$ cat config.mk
export PLATFORM = sky130hd
export DESIGN_NAME = gpio_irq_ctrl
export DESIGN_NICKNAME = d
export VERILOG_FILES = /design/src/rtl/gpio_irq_pkg.sv /design/src/rtl/gpio_sync.sv /design/src/rtl/gpio_regs.sv /design/src/rtl/gpio_irq_gen.sv /design/src/rtl/gpio_irq_ctrl.sv
export SDC_FILE = /design/constraint.sdc
export NUM_CORES = 1
export LEC_CHECK = 0
export BUFFER_PORTS_ARGS = -buffer_cell sky130_fd_sc_hd__buf_2
export CORE_MARGIN = 2
export CORE_UTILIZATION = 30
export CTS_BUF_LIST = sky130_fd_sc_hd__clkbuf_4 sky130_fd_sc_hd__clkbuf_8
export CTS_CLUSTER_DIAMETER = 30
export DETAILED_ROUTE_END_ITERATION = 8
export HOLD_SLACK_MARGIN = 0.1
export PLACE_DENSITY_LB_ADDON = 0.25
export SYNTH_ARGS = -nofsm -noshare
export SYNTH_HDL_FRONTEND = slang
export SYNTH_SLANG_ARGS = --single-unit
$ cat constraint.sdc
create_clock -name clk -period 1.01 [get_ports clk]
set_input_delay 0.0505 -clock clk [delete_from_list [all_inputs] [get_ports clk]]
set_output_delay 0.0505 -clock clk [all_outputs]
set_load 0.1 [all_outputs]
$ cat src/rtl/gpio_irq_pkg.sv
package gpio_irq_pkg;

   localparam int unsigned WORD_W = 32;

   // byte offsets; software depends on these
   localparam int unsigned OFS_DRIVE = 'h00;
   localparam int unsigned OFS_PIN   = 'h08;
   localparam int unsigned OFS_LEVEL = 'h10;
   localparam int unsigned OFS_RAISE = 'h18;
   localparam int unsigned OFS_DROP  = 'h20;
   localparam int unsigned OFS_EDGE  = 'h30;

   typedef enum logic [2:0] {
      SEL_NONE,
      SEL_DRIVE,
      SEL_PIN,
      SEL_LEVEL,
      SEL_RAISE,
      SEL_DROP,
      SEL_EDGE
   } reg_sel_e;

   function automatic reg_sel_e decode_ofs(input logic [31:0] ofs);
      reg_sel_e sel;
      case (ofs)
         OFS_DRIVE: sel = SEL_DRIVE;
         OFS_PIN:   sel = SEL_PIN;
         OFS_LEVEL: sel = SEL_LEVEL;
         OFS_RAISE: sel = SEL_RAISE;
         OFS_DROP:  sel = SEL_DROP;
         OFS_EDGE:  sel = SEL_EDGE;
         default:   sel = SEL_NONE;
      endcase
      return sel;
   endfunction

endpackage

$ cat src/rtl/gpio_sync.sv
module gpio_sync #(
   parameter int unsigned WIDTH  = 32,
   parameter int unsigned STAGES = 2
) (
   input  logic             clk,
   input  logic             rst_n,
   input  logic [WIDTH-1:0] async_in,
   output logic [WIDTH-1:0] sync_out
);

   localparam int unsigned LAST = STAGES - 1;

   initial begin
      if (STAGES < 2) $fatal(1, "gpio_sync: STAGES must be at least 2");
      if (WIDTH < 1)  $fatal(1, "gpio_sync: WIDTH must be at least 1");
   end

   logic [WIDTH-1:0] stage_q [STAGES];

   always_ff @(posedge clk or negedge rst_n) begin
      if (!rst_n) begin
         for (int s = 0; s < STAGES; s++) stage_q[s] <= '0;
      end else begin
         stage_q[0] <= async_in;
         for (int s = 1; s < STAGES; s++) stage_q[s] <= stage_q[s-1];
      end
   end

   assign sync_out = stage_q[LAST];

endmodule

$ cat src/rtl/gpio_regs.sv
module gpio_regs
   import gpio_irq_pkg::*;
#(
   parameter int unsigned LINES  = 32,
   parameter int unsigned ADDR_W = 8
) (
   input  logic              clk,
   input  logic              rst_n,
   input  logic [ADDR_W-1:0] addr,
   input  logic              we,
   input  logic [WORD_W-1:0] wdata,
   input  logic [LINES-1:0]  pin_sync,
   output logic [LINES-1:0]  drive_q,
   output logic [LINES-1:0]  level_q,
   output logic [LINES-1:0]  edge_q,
   output logic [WORD_W-1:0] rdata
);

   initial begin
      if (LINES > WORD_W) $fatal(1, "gpio_regs: LINES exceeds word width");
      if (ADDR_W < 6)     $fatal(1, "gpio_regs: ADDR_W too narrow for map");
      if (ADDR_W > 32)    $fatal(1, "gpio_regs: ADDR_W wider than 32");
   end

   reg_sel_e         sel;
   logic [LINES-1:0] wmask;
   logic [LINES-1:0] drive_d, level_d, edge_d;

   assign sel   = decode_ofs(32'(addr));
   assign wmask = wdata[LINES-1:0];

   always_comb begin
      drive_d = drive_q;
      level_d = level_q;
      edge_d  = edge_q;
      if (we) begin
         case (sel)
            SEL_DRIVE: drive_d = wmask;
            SEL_LEVEL: level_d = wmask;
            SEL_RAISE: level_d = level_q | wmask;
            SEL_DROP:  level_d = level_q & ~wmask;
            SEL_EDGE:  edge_d  = wmask;
            default:   ;
         endcase
      end
   end

   always_ff @(posedge clk or negedge rst_n) begin
      if (!rst_n) begin
         drive_q <= '0;
         level_q <= '0;
         edge_q  <= '0;
      end else begin
         drive_q <= drive_d;
         level_q <= level_d;
         edge_q  <= edge_d;
      end
   end

   always_comb begin
      rdata = '0;
      case (sel)
         SEL_DRIVE: rdata[LINES-1:0] = drive_q;
         SEL_PIN:   rdata[LINES-1:0] = pin_sync;
         SEL_LEVEL: rdata[LINES-1:0] = level_q;
         SEL_EDGE:  rdata[LINES-1:0] = edge_q;
         default:   rdata = '0;
      endcase
   end

endmodule

$ cat src/rtl/gpio_irq_gen.sv
module gpio_irq_gen #(
   parameter int unsigned IRQ_LINES    = 16,
   parameter bit          EDGE_SUPPORT = 1'b1
) (
   input  logic                 clk,
   input  logic                 rst_n,
   input  logic [IRQ_LINES-1:0] pin_sync,
   input  logic [IRQ_LINES-1:0] level,
   input  logic [IRQ_LINES-1:0] edge_any,
   output logic [IRQ_LINES-1:0] irq
);

   initial begin
      if (IRQ_LINES < 1) $fatal(1, "gpio_irq_gen: IRQ_LINES must be at least 1");
   end

   for (genvar i = 0; i < IRQ_LINES; i++) begin : g_line
      logic polar;
      assign polar = pin_sync[i] ^ level[i];

      if (EDGE_SUPPORT) begin : g_edge
         logic prev_q;
         always_ff @(posedge clk or negedge rst_n) begin
            if (!rst_n) prev_q <= 1'b0;
            else        prev_q <= pin_sync[i];
         end
         assign irq[i] = edge_any[i] ? (pin_sync[i] ^ prev_q) : polar;
      end else begin : g_level_only
         logic unused_mode;
         assign unused_mode = edge_any[i];
         assign irq[i] = polar;
      end
   end

endmodule

$ cat src/rtl/gpio_irq_ctrl.sv
module gpio_irq_ctrl
   import gpio_irq_pkg::*;
#(
   parameter int unsigned LINES       = 32,
   parameter int unsigned IRQ_LINES   = 16,
   parameter int unsigned ADDR_W      = 8,
   parameter int unsigned SYNC_STAGES = 2
) (
   input  logic                 clk,
   input  logic                 rst_n,
   input  logic [ADDR_W-1:0]    bus_addr,
   input  logic                 bus_we,
   input  logic [31:0]          bus_wdata,
   output logic [31:0]          bus_rdata,
   input  logic [LINES-1:0]     pad_in,
   output logic [LINES-1:0]     pad_out,
   output logic [LINES-1:0]     pad_oe,
   output logic [IRQ_LINES-1:0] irq_out
);

   initial begin
      if (IRQ_LINES > LINES) $fatal(1, "gpio_irq_ctrl: IRQ_LINES exceeds LINES");
      if (LINES > WORD_W)    $fatal(1, "gpio_irq_ctrl: LINES exceeds word width");
   end

   logic [LINES-1:0] pin_sync;
   logic [LINES-1:0] drive_q, level_q, edge_q;

   gpio_sync #(
      .WIDTH  (LINES),
      .STAGES (SYNC_STAGES)
   ) u_sync (
      .clk      (clk),
      .rst_n    (rst_n),
      .async_in (pad_in),
      .sync_out (pin_sync)
   );

   gpio_regs #(
      .LINES  (LINES),
      .ADDR_W (ADDR_W)
   ) u_regs (
      .clk      (clk),
      .rst_n    (rst_n),
      .addr     (bus_addr),
      .we       (bus_we),
      .wdata    (bus_wdata),
      .pin_sync (pin_sync),
      .drive_q  (drive_q),
      .level_q  (level_q),
      .edge_q   (edge_q),
      .rdata    (bus_rdata)
   );

   gpio_irq_gen #(
      .IRQ_LINES    (IRQ_LINES),
      .EDGE_SUPPORT (1'b1)
   ) u_irq (
      .clk      (clk),
      .rst_n    (rst_n),
      .pin_sync (pin_sync[IRQ_LINES-1:0]),
      .level    (level_q[IRQ_LINES-1:0]),
      .edge_any (edge_q[IRQ_LINES-1:0]),
      .irq      (irq_out)
   );

   assign pad_oe  = drive_q;
   assign pad_out = level_q;

endmodule

==> metrics.yaml <==
status: "finished with violations"
failed_checks: "negative setup slack"
fin_nets: 1056
ir_drop_v: 0.000653
crit_chain: "buf_6, nor3_4, buf_12, buf_6, nand4b_1, buf_6, buf_12, buf_12, o221ai_4, buf_12"
io_pins: 187
antenna_found_initial: 2
dr.first_iter.drc_count: 282
hold_violations: 0
io_buffer_count: 186
grt_setup_unrepaired: "yes"
worst_ep_arrival_time_ns: 1.62
dp.cells: 1161
grt_pass1_wl_um: 43500
final_cells: 1320
n_fill_cell: 1709
leakage_nw: 6.50
worstPathMaxFanout: 7
syn_to_final_growth_pct: 107
yosysUniqueCellTypes: 27
start_util: 0.307
layout-drive-gt1-share: 0.690
setup_viol: 201
final_max_slew_viol_count: 0
pre_cts_ws_ns: -0.508
cts_hold_buf: 65
skew_ns: 0.0106
yosysSeqAreaShare: 0.588
p_per_area_nw_per_um2: 1260
ys_ff_latch: 176
die_area_um2: 26300
synth_nets: 629
synth.top_cell.area_share: 0.588
hold_slack_ns: 0.0702
grt_max_degree: 36
dpl-instance-area_um2: 12900
cts_tree: "yes"
critPathMaxStageDelay_ns: 0.23
clock_sinks: 176
routedWlPerCell_um: 21.4
final_antenna_net_count: 0
path_buf_inv: 7
yosys-top-cells-area: "dfrtp_1 59%, mux2_2 9.6%, mux2i_1 6.4%, a221o_1 4.3%, and4_1 3.7%"
viasPerCell: 5.04
cp_top_family: "buffers and inverters"
max_cap_violations: 0
tightest_slew_ns: 0.420
gr-total-overflow: 0
fmax_ghz: 0.598
cpMostUsedCell: "buf_12"
critPathLaunchType: "input pin"
final_cell_area_um2: 15500
critical_path_class: "in2out"
rows: 57
syn_avg_cell_area_um2: 13.5
cts_buffer_depth: 2
slew_headroom: 0.720
grt_pass1_vias: 7430
h-tree-depth: 4
die_h_um: 162
core_area_um2: 24400
grt_usage: 0.218
synth.largest_area_cell: "dfrtp_1"
hold_path_class: "in2async"
slowest_stage: "nor3_4"
wirelength_um: 28200
required_ns: 0.96
synth.cell_area_um2: 7500
final.setup.worst_slack_ns: -0.663
ys_warn_count: 0
clk_latency_ns: 0.46
root_buffer: "clkbuf_8"
die_x_um: 162
drtPass1Iterations: 5
min_period_ns: 1.67
cts_made_buffers: 17
period_share: 1.66
synthCells: 554
gp_congestion: 0.758
vias: 6649
worstSetupEndpointType: "primary output"
drc: 0
path_clk_slew_ns: 0.09
total_power_w: 0.0195
dp_hpwl_um: 17600
## area by class of cell
class                   count  area (µm²)  area share
repair buffers            449        5700       0.368
flip-flops and latches    176        4580       0.296
multi-input cells         305        4290       0.277
well taps                 324         405      0.0262
clock buffers              19         255      0.0165
inverters                  32         130     0.00840
clock inverters            13         128     0.00824
diodes                      2        5.00    0.000323
## cells in the final DEF, fill, tap and decap left out, types with 2 or more instances in the layout
master,n
dlygate4sd3_1,65
diode_2,2
buf_16,4
dfrtp_4,34
clkbuf_16,3
mux2_2,59
clkbuf_8,18
mux2i_2,15
nor2b_1,7
clkinv_4,4
mux2_4,5
nand4_1,32
dfrtp_1,107
buf_12,138
inv_2,10
inv_6,4
mux2i_1,7
inv_1,18
a221o_1,32
and4_1,32
nand4b_4,2
buf_6,126
xnor2_4,16
inv_4,4
dfrtp_2,35
buf_2,71
buf_4,41
nor2b_4,25
nor3b_2,2
o221ai_4,32
clkinvlp_4,3
mux2i_4,26
## registers in the layout, summed over array words and instances, names as in the netlist
register / count
u_irq.g_line.g_edge.prev_q: 16
u_regs.drive_q: 32
u_regs.edge_q: 32
u_regs.level_q: 32
u_sync.stage_q: 32
u_sync.sync_out: 32
## synth_stat cells, drive strengths merged
library cell / instances
nand4b: 3
and3b: 1
and2: 1
nor2: 2
xnor2: 16
o211ai: 1
nor2b: 32
inv: 32
and3: 1
a221o: 32
dfrtp: 176
mux2i: 48
and2b: 1
nand4: 32
buf: 25
nand3: 1
o221ai: 32
o211a: 1
nor3b: 4
and4: 32
mux2: 64
nor3: 1
clkbuf: 16
## where the power goes
part	switching, W	internal (W)	total [W]
Sequential	0.000416	0.00754	0.00795
Clock	0.00273	0.00208	0.00482
Combinational	0.00372	0.00305	0.00677
Total	0.00687	0.0127	0.0195
## through the flow
| step | TNS, ns | util |
|---|---|---|
| 6_report | -51.76 | 0.635 |
| 5_1_grt | -59.34 | 0.635 |
| 4_1_cts | -52.01 | 0.624 |
| 3_5_place_dp | -60.92 | 0.527 |
| 3_3_place_gp | -59.13 | 0.527 |
| 2_1_floorplan | -45.72 | - |
## worst paths after layout
check / depth (start not counted) / slack [ns] / to / startpoint
max: 10 / -0.66 / bus_rdata[20] / bus_addr[7]
min: 2 / 0.07 / u_sync.sync_out[1]$_DFF_PN0_ / rst_n
max reg2reg: 4 / -0.28 / u_regs.level_q[15]$_DFFE_PN0P_ / u_regs.level_q[15]$_DFFE_PN0P_
min reg2reg: 0 / 0.35 / u_sync.sync_out[20]$_DFF_PN0_ / u_sync.stage_q[52]$_DFF_PN0_
max in group asynchronous: 3 / 0.41 / u_regs.level_q[18]$_DFFE_PN0P_ / rst_n
min in group clk: 2 / 0.22 / u_sync.stage_q[62]$_DFF_PN0_ / pad_in[30]
## repair_timing
item,in CTS,in global routing
pin swaps,35,41
buffers inserted,54,44
endpoints found under the hold margin,304,10
setup endpoints to repair,144,205
gates resized for setup,201,82
gates cloned,5,3
## cells by family after synthesis
logic type	Yosys count	synth area share
and+or+nand+nor	111	0.109
buffers and inverters	73	0.0411
xor gates and xnor gates	16	0.0187
AOI/OAI and AO/OA	66	0.0831
muxes	112	0.160
DFF	176	0.588
## metal layers
metal,global-route usage,part of all wire
met3,0.0455,0.056
met5,0,0
met4,0.0708,0.017
met1,0.279,0.41
met2,0.370,0.52
Note: power is estimated with default switching activity, not from simulation.
